`src/rtl/rx_bist_pkg.sv`:
```
package rx_bist_pkg;

    localparam int unsigned PRBS_W   = 9;
    localparam int unsigned PRBS_TAP = 5;
    localparam int unsigned SYM_W    = 8;
    localparam int unsigned LOOP_LEN = (1 << PRBS_W) - 1;
    localparam int unsigned POS_W    = PRBS_W;

    localparam logic [PRBS_W-1:0] PRBS_SEED = '1;
    localparam logic [SYM_W-1:0]  MARK_SYM  = '1;

    typedef enum logic {
        ST_HUNT = 1'b0,
        ST_LOCK = 1'b1
    } mon_state_e;

    typedef struct packed {
        logic [PRBS_W-1:0] prbs;
        logic [POS_W-1:0]  pos;
    } loop_ptr_t;

    function automatic logic [PRBS_W-1:0] prbs_step(input logic [PRBS_W-1:0] s);
        return {s[PRBS_W-2:0], s[PRBS_W-1] ^ s[PRBS_TAP-1]};
    endfunction

    function automatic logic [SYM_W-1:0] prbs_sym(input logic [PRBS_W-1:0] s);
        return s[SYM_W-1:0];
    endfunction

endpackage

```
`src/rtl/rx_bist_loop_ptr.sv`:
```
module rx_bist_loop_ptr
    import rx_bist_pkg::*;
(
    input  logic             clk,
    input  logic             rst,
    input  logic             load,
    input  logic             adv,
    output logic [SYM_W-1:0] exp_sym,
    output logic             at_last
);

    loop_ptr_t ptr;

    assign exp_sym = prbs_sym(ptr.prbs);
    assign at_last = (ptr.pos == POS_W'(LOOP_LEN - 1));

    always_ff @(posedge clk) begin
        if (rst) begin
            ptr <= '{prbs: PRBS_SEED, pos: '0};
        end else if (load) begin
            // the marker symbol is position 0; the next one expected is position 1
            ptr <= '{prbs: prbs_step(PRBS_SEED), pos: POS_W'(1)};
        end else if (adv) begin
            ptr.prbs <= prbs_step(ptr.prbs);
            ptr.pos  <= at_last ? '0 : ptr.pos + POS_W'(1);
        end
    end

    // position stays inside the loop and the shift register never dies
    p_pos_range_r5: assert property (@(posedge clk) disable iff (rst)
        ptr.pos < POS_W'(LOOP_LEN));
    p_prbs_live_r5: assert property (@(posedge clk) disable iff (rst)
        ptr.prbs != '0);
    // the counter wrap and the sequence wrap coincide
    p_wrap_seed_r6: assert property (@(posedge clk) disable iff (rst)
        (adv && at_last && !load) |=> (ptr.prbs == PRBS_SEED && ptr.pos == '0));

endmodule

```
`src/rtl/rx_bist_err_window.sv`:
```
module rx_bist_err_window #(
    parameter  int WIN_LEN   = 28,
    parameter  int ERR_LIMIT = 14,
    localparam int CNT_W     = $clog2(WIN_LEN + 1)
) (
    input  logic             clk,
    input  logic             rst,
    input  logic             clr,
    input  logic             shift,
    input  logic             miss,
    output logic [CNT_W-1:0] cnt,
    output logic             trip
);

    logic [WIN_LEN-1:0] win;
    logic [WIN_LEN-1:0] win_nxt;
    logic [CNT_W-1:0]   cnt_nxt;

    assign win_nxt = {win[WIN_LEN-2:0], miss};

    always_comb begin
        cnt     = '0;
        cnt_nxt = '0;
        for (int i = 0; i < WIN_LEN; i++) begin
            cnt     = cnt + CNT_W'(win[i]);
            cnt_nxt = cnt_nxt + CNT_W'(win_nxt[i]);
        end
    end

    assign trip = shift && (cnt_nxt >= CNT_W'(ERR_LIMIT));

    always_ff @(posedge clk) begin
        if (rst || clr) begin
            win <= '0;
        end else if (shift) begin
            win <= trip ? '0 : win_nxt;
        end
    end

    // the held count never reaches the limit; reaching it empties the window
    p_cnt_below_limit_r8: assert property (@(posedge clk) disable iff (rst)
        cnt < CNT_W'(ERR_LIMIT));
    // one symbol moves the count by at most one upwards
    p_cnt_step_r7: assert property (@(posedge clk) disable iff (rst)
        (shift && !clr && !trip) |=> (cnt <= $past(cnt) + CNT_W'(1)));
    // no shift, no change
    p_quiet_hold_r9: assert property (@(posedge clk) disable iff (rst)
        (!shift && !clr) |=> $stable(cnt));

endmodule

```
`src/rtl/rx_bist_monitor.sv`:
```
module rx_bist_monitor
    import rx_bist_pkg::*;
#(
    parameter  int WIN_LEN   = 28,
    parameter  int ERR_LIMIT = 14,
    localparam int CNT_W     = $clog2(WIN_LEN + 1)
) (
    input  logic             clk,
    input  logic             rst,
    input  logic             bist_en_i,
    input  logic             sym_vld_i,
    input  logic [SYM_W-1:0] sym_i,
    output logic             prog_o,
    output logic             sync_o,
    output logic [CNT_W-1:0] err_cnt_o
);

    mon_state_e       state, state_nxt;
    logic             prev_mark;
    logic             prog_q;
    logic             sym_mark;
    logic             lock_now;
    logic             track_adv;
    logic             trip;
    logic             at_last;
    logic             loop_end;
    logic [SYM_W-1:0] exp_sym;

    assign sym_mark  = (sym_i == MARK_SYM);
    assign lock_now  = bist_en_i && sym_vld_i && (state == ST_HUNT) && sym_mark && prev_mark;
    assign track_adv = bist_en_i && sym_vld_i && (state == ST_LOCK);
    assign loop_end  = track_adv && at_last && !trip;

    always_comb begin
        state_nxt = state;
        if (!bist_en_i)    state_nxt = ST_HUNT;
        else if (lock_now) state_nxt = ST_LOCK;
        else if (trip)     state_nxt = ST_HUNT;
    end

    always_ff @(posedge clk) begin
        if (rst) begin
            state     <= ST_HUNT;
            prev_mark <= 1'b0;
            prog_q    <= 1'b0;
        end else begin
            state <= state_nxt;
            if (!bist_en_i || state == ST_LOCK) prev_mark <= 1'b0;
            else if (sym_vld_i)                 prev_mark <= sym_mark;
            prog_q <= bist_en_i && ((state_nxt == ST_HUNT) || loop_end);
        end
    end

    rx_bist_loop_ptr u_ptr (
        .clk     (clk),
        .rst     (rst),
        .load    (lock_now),
        .adv     (track_adv && !trip),
        .exp_sym (exp_sym),
        .at_last (at_last)
    );

    rx_bist_err_window #(
        .WIN_LEN   (WIN_LEN),
        .ERR_LIMIT (ERR_LIMIT)
    ) u_win (
        .clk   (clk),
        .rst   (rst),
        .clr   (!bist_en_i || state == ST_HUNT),
        .shift (track_adv),
        .miss  (sym_i != exp_sym),
        .cnt   (err_cnt_o),
        .trip  (trip)
    );

    assign prog_o = prog_q;
    assign sync_o = (state == ST_LOCK);

    // checker support: high when the previous edge was out of reset
    logic past_ok;
    always_ff @(posedge clk) past_ok <= !rst;

    p_idle_r2: assert property (@(posedge clk) disable iff (rst)
        (past_ok && !$past(bist_en_i)) |-> (!prog_o && !sync_o && err_cnt_o == '0));
    p_hunt_flag_r3: assert property (@(posedge clk) disable iff (rst)
        (past_ok && $past(bist_en_i) && !sync_o) |-> prog_o);
    p_lock_mark_r4: assert property (@(posedge clk) disable iff (rst)
        $rose(sync_o) |-> $past(bist_en_i && sym_vld_i && sym_i == MARK_SYM));
    p_pulse_single_r6: assert property (@(posedge clk) disable iff (rst)
        (sync_o && prog_o) |=> (!prog_o || !sync_o));
    p_loss_r8: assert property (@(posedge clk) disable iff (rst)
        (past_ok && $fell(sync_o) && $past(bist_en_i)) |-> (prog_o && err_cnt_o == '0));
    p_hold_r9: assert property (@(posedge clk) disable iff (rst)
        (sync_o && bist_en_i && !sym_vld_i) |=> (sync_o && $stable(err_cnt_o)));

endmodule

```
`config.mk`:
```
export PLATFORM = sky130hd
export DESIGN_NAME = rx_bist_monitor
export DESIGN_NICKNAME = d
export VERILOG_FILES = /design/src/rtl/rx_bist_pkg.sv /design/src/rtl/rx_bist_loop_ptr.sv /design/src/rtl/rx_bist_err_window.sv /design/src/rtl/rx_bist_monitor.sv
export SDC_FILE = /design/constraint.sdc
export NUM_CORES = 1
export LEC_CHECK = 0
export BUFFER_PORTS_ARGS = -buffer_cell sky130_fd_sc_hd__buf_4
export CAP_MARGIN = 20
export CORE_MARGIN = 2
export CORE_UTILIZATION = 59
export CTS_BUF_LIST = sky130_fd_sc_hd__clkbuf_16
export CTS_CLUSTER_DIAMETER = 80
export DETAILED_ROUTE_END_ITERATION = 8
export GPL_ROUTABILITY_DRIVEN = 0
export PLACE_DENSITY = 0.77
export SLEW_MARGIN = 20
export SYNTH_ARGS = -nofsm -noshare
export SYNTH_HDL_FRONTEND = slang
export SYNTH_SLANG_ARGS = --single-unit
```
`constraint.sdc`:
```
create_clock -name clk -period 8.2 [get_ports clk]
set_clock_uncertainty 0.15 [all_clocks]
set_input_delay 0.82 -clock clk [delete_from_list [all_inputs] [get_ports clk]]
set_output_delay 0.82 -clock clk [all_outputs]
set_load 0.005 [all_outputs]
```
After elaboration in Yosys (flattened, before gate mapping):

Index checks and enable logic that the tools add are counted.

* add/subtract/negate cells: 55
* $lt $le $gt $ge: 1
* eq/ne operators: 3
* mux-type cells: 7
* bitwise operators: 3
* reductions and logical operators: 19

Operator list (count)
* $add 5x1->5: 52
* $mux 28: 1
* $mux 10: 2
* $logic_and 1x1->1: 10
* $add 9x1->9 const B: 1
* $eq 9x9->1 const B: 1
* $mux 9: 1
* $eq 8x8->1 const B: 1
* $ne 8x8->1: 1
* $ge 5x4->1 const B: 1
* $add 1x1->2: 2
* $logic_or 1x1->1: 4
* $reduce_or 2->1: 2
* $mux 1: 3
* $logic_not 1->1: 2
* $not 1->1: 2
* $reduce_bool 2->1: 1
* $xor 1x1->1: 1

* register bits: 49
* input bits: 12
* output and inout bits: 7
* logic and storage cells: 96

Longest topological paths before layout:

* word-level depth: 36
* gate-level depth with buffers: 23
* mapped depth without buffers: 21

Modules after synthesis:

From an unflattened synthesis, not the netlist that was laid out.

* cell total of the unflattened synthesis: 365
* area total of the unflattened synthesis: 3808.7 um2

Modules (own cells, without submodules)
* rx_bist_err_window: times used 1, cells each 235, area each 2633.8 um2, seq. area each 560.5 um2
* rx_bist_loop_ptr: times used 1, cells each 96, area each 880.8 um2, seq. area each 360.3 um2
* rx_bist_monitor: times used 1, cells each 34, area each 294.0 um2, seq. area each 60.1 um2

Least setup slack after synthesis:

Ideal clock, no wire load.

* path kind: input -> register
* start point: in sym_i[1]
* end point: reg u_ptr.ptr[2] (netlist name)
* setup time: 0.117 ns
* arrival time: 6.718 ns
* required time: 7.933 ns
* slack: 1.215 ns
* stages: 22
* path buffers: 2
* path through: xor2_1 -> nor4_1 -> nand2_1 -> ha_1 -> inv_1 -> fa_1 -> fa_1 -> fa_1 -> fa_1 -> fa_1 -> fa_1 -> inv_1 -> fa_1 -> inv_1 -> fa_1 -> nand2b_1 -> a2111oi_0 -> or2_1 -> buf_6 -> nor3_1 -> buf_2 -> a32o_1

* word-level cells in the longest chain between the ends: 32
* elaborated cells on any way between the ends: 36
* those cells by class: add/sub (27); order compare (1); eq/ne (2); reduce/logical (6)

RTL lines
* start, declared: RTL line rx_bist_monitor.sv:12 `input logic [SYM_W-1:0] sym_i,`
* $ne 8x8->1: RTL line rx_bist_monitor.sv:71 `.miss (sym_i != exp_sym),`
* $add 1x1->2: RTL line rx_bist_err_window.sv:26 `cnt_nxt = cnt_nxt + CNT_W'(win_nxt[i]);`
* $add 5x1->5 (26 in series): RTL line rx_bist_err_window.sv:26
* $ge 5x4->1: RTL line rx_bist_err_window.sv:30 `assign trip = shift && (cnt_nxt >= CNT_W'(ERR_LIMIT));`
* $logic_and 1x1->1: RTL line rx_bist_err_window.sv:30
* $logic_not 1->1: RTL line rx_bist_monitor.sv:58 `.adv (track_adv && !trip),`
* $logic_and 1x1->1: RTL line rx_bist_monitor.sv:58
* end signal, assigned: RTL line rx_bist_loop_ptr.sv:19 `ptr <= '{prbs: PRBS_SEED, pos: '0};`
* end signal, assigned: RTL line rx_bist_loop_ptr.sv:22 `ptr <= '{prbs: prbs_step(PRBS_SEED), pos: POS_W'(1)};`
* end, declared: RTL line rx_bist_loop_ptr.sv:12 `loop_ptr_t ptr;`

Several ways; a longest one is shown, not always the timed one.
A chain may end at the register's enable or synchronous reset.

Worst setup path after layout:

* start point: in sym_i[3]
* end point: reg u_win.win[19]

* word-level cells in the longest chain between the ends: 31

RTL lines
* $ne 8x8->1: RTL line rx_bist_monitor.sv:71
* $add 1x1->2: RTL line rx_bist_err_window.sv:26
* $add 5x1->5 (26 in series): RTL line rx_bist_err_window.sv:26
* $ge 5x4->1: RTL line rx_bist_err_window.sv:30
* $logic_and 1x1->1: RTL line rx_bist_err_window.sv:30
* $mux 28: RTL line rx_bist_err_window.sv:36 `win <= trip ? '0 : win_nxt;`
* end signal, assigned: RTL line rx_bist_err_window.sv:36
* end, declared: RTL line rx_bist_err_window.sv:15 `logic [WIN_LEN-1:0] win;`

No other way between the ends.

==> qor.csv <==
metric,value,unit
synthesized net count,418,
vias in the first global route,2683,
Synth Register Bits,49,
period utilization,0.878,
share of the synthesized area in the top cell type,0.285,
setup TNS,0,ps
pin count of the biggest net entering global routing,29,
CP Class,input port to flip-flop,
XOR/XNOR share of the synthesized area,0.0382,
"Seq/Total Area, Yosys",0.285,
Final Hold Viols,0,
"Async S/R FF share, synth",0,
"non-filler cells, final",440,
reg-to-reg setup timing slack,1300,ps
total power,0.489,mW
DIE WIDTH,80.4,um
"top cells by area, synth","dfxtp_1 29%, fa_1 23%, inv_1 7.4%",
Max Fclk,0.139,GHz
main combinational cell family by area after synthesis,adder cells,
ant diodes,0,
RSZ-0062 raised after global routing,no,
Synth Warn #,0,
Post-CTS Hold Fix Bufs,0,
nets@finish,439,
Buffers on Ports,18,
reg-to-reg critical path endpoint,u_win.win[19],
WP data required,8230,ps
start point of the critical path,sym_i[3],
DIE AREA,0.00646,mm^2
Clock Path Buffers,2,
CTS buffer count,5,
Initial Util,0.617,
Vias/cell,5.74,
final setup margin,1000,ps
Leak Pwr,1.69,nW
launch point of the worst reg-to-reg path,u_ptr.exp_sym[3],
global route total overflow,0,
total track usage,0.243,
r2r worst-path depth,21,
synthesized-area fraction occupied by adder cells,0.306,
Final Max Slew Viols,0,
end of the critical path,u_win.win[19],
CP most frequent cell,fa_1,
H-tree Lvls,2,
total setup buffers inserted after CTS,0,
Critical path buffers and inverters,5,
Post-Synthesis Cells,346,
DR WL/cell,15.5,um
Synth area leader,dfxtp_1,
largest stage delay on the critical path,540,ps
Mean Syn Cell Area,9.94,um^2
hold path start,u_ptr.ptr[7],
number of synthesized flops with an enable pin,0,
Syn-to-layout area delta,11.2,%
DR iter-0 viols,104,
cell total after placement,432,
MaxCap Viol Count,0,
CTS sink cnt,49,
crit path max fanout,28,
final core utilization,0.686,
status,completed,
# IOs,19,
max_slew headroom,0.584,
DP HPWL,5240,um
crit start category,input port,
drt pass-1 iters,4,
crit path DAT,7230,ps
fin area,0.00383,mm^2
Worst Hold Class,flip-flop to flip-flop,
Period minus WS final,7200,ps
Core Area,0.00557,mm^2
final setup vio count,0,
Vias,2525,
worst-skew pair later-pin latency,290,ps
PostCTS Resize Cnt,0,
VDD IR-drop max,0.000112,V
final WL,6810,um
pre-CTS worst setup slack,707,ps
post-synthesis compound-gate area fraction,0.145,
die extent in y,80.4,um
Cell Pwr Density,128,mW/mm^2
Tightest Pin Transition,621,ps
kind of cell adding the most delay to the critical path,adder cells,
FILL cells,444,
antenna violations before repair,0,
layout cells sized above 1,0.0951,
Final ANT Viol Nets,0,
library cells used by synthesis,40,
top_reg_cell synth,dfxtp_1,
mux contribution to synthesized area,0.0262,
first-pass GRT wire length,12100,um
area post-placement,0.00365,mm^2
Clock transition at path regs,70,ps
CP Capture Type,flip-flop,
Post-Synth Simple-Gate Area,0.108,
Root Driver,clkbuf_16,
CP cell instances,"buf_4, xor2_1, nor4_1, nand2_1, ha_1, inv_1, fa_1, fa_1, fa_1, fa_1, fa_1, fa_1, inv_1, fa_1, inv_1, fa_1, nand2b_1, a2111oi_0, or2_1, nor4_4, buf_4, a22o_1",
worst hold margin,347,ps
Worst path slowest cell,fa_1,
CTS tree,built,
Core Rows,27,
# DRC,0,
post-synthesis cell area,0.00344,mm^2
WP depth,22,
-- worst min-delay path by stage --
stage,to,cells past startpoint
detailed placement,u_ptr.ptr[7],2
global route,u_ptr.ptr[7],2
CTS,u_ptr.ptr[7],2
finish,u_ptr.ptr[7],2
global placement,u_win.win[27],1
floorplan,u_ptr.ptr[7],2
-- cell usage after synthesis (all sizes together), types with 2 or more instances --
cell,n
nand2b,3
a311oi,2
o21ai,6
clkbuf,6
buf,4
nand4,9
xnor2,4
a22o,28
a2111oi,2
nor4,6
a41o,2
xor2,11
o31ai,3
and3,3
inv,68
nand3,5
dfxtp,49
a21oi,8
nor2,21
a21o,3
a31oi,4
mux2i,9
nor3,9
ha,20
nand2,9
nor2b,2
fa,40
o311a,2
-- cells by family (layout without fill, tap and decap cells) --
kind of cell | count (synthesis) | in the layout
XOR/XNOR | 15 | 15
flip-flops | 49 | 49
multiplexers | 9 | 9
AO/OA/AOI/OAI | 64 | 64
AND/OR/NAND/NOR | 71 | 71
buffers and inverters | 78 | 100
adder cells (fa/ha/maj) | 60 | 60
-- placed cells by master, fill, tap and decap left out, types with 3 or more instances in the layout --
master	synthesis	layout
and3_1	3	3
ha_1	20	20
xor2_1	11	11
nand4_1	9	9
o21ai_0	3	3
inv_1	68	68
a22o_1	28	28
nand2_1	9	9
nor2_1	21	21
fa_1	40	40
o21ai_1	3	3
clkbuf_16	0	5
o31ai_1	3	3
a31oi_1	4	4
xnor2_1	4	4
nor4_1	5	5
nand3_1	5	5
a21oi_1	7	7
nor3_1	9	8
mux2i_1	9	9
dfxtp_1	49	49
nand2b_1	3	3
a21o_1	3	3
buf_4	0	24
-- power breakdown --
| part | switching (mW) | total (mW) | internal, mW |
|---|---|---|---|
| logic | 0.00605 | 0.0118 | 0.00573 |
| registers | 0.0000719 | 0.238 | 0.238 |
| clock network | 0.0929 | 0.239 | 0.146 |
| total | 0.0990 | 0.489 | 0.390 |
-- cell type report --
cell class,count,area [um^2],area share
sequential,49,981,0.256
inverter,68,255,0.0667
timing repair buffer,24,180,0.0471
multi-input combinational,219,2150,0.561
clock inverter,3,47.5,0.0124
clock buffer,5,125,0.0327
tap,72,90.1,0.0235
-- metal layers --
layer	part of all wire	track usage	vias up
li1	-	-	1208
met1	0.44	0.302	1245
met2	0.51	0.434	61
met3	0.038	0.0517	11
met4	0.011	0.0475	0
met5	0	0	-
-- sequential cells by signal, summed over array words and instances, names as in the netlist --
| register | flops |
|---|---|
| prev_mark | 1 |
| u_win.win | 28 |
| prog_o | 1 |
| sync_o | 1 |
| u_ptr.exp_sym | 8 |
| u_ptr.ptr | 10 |
-- worst reg2reg max path: stages (launching register included) --
cell,delay (ps)
dfxtp_1,330
xor2_1,160
nor4_1,300
nand2_1,120
ha_1,290
inv_1,50
fa_1,460
fa_1,540
fa_1,440
fa_1,540
fa_1,430
fa_1,490
inv_1,50
fa_1,410
inv_1,90
fa_1,420
nand2b_1,150
a2111oi_0,430
or2_1,410
nor4_4,90
buf_4,240
a22o_1,220
Power figures use the tool's default switching activity.
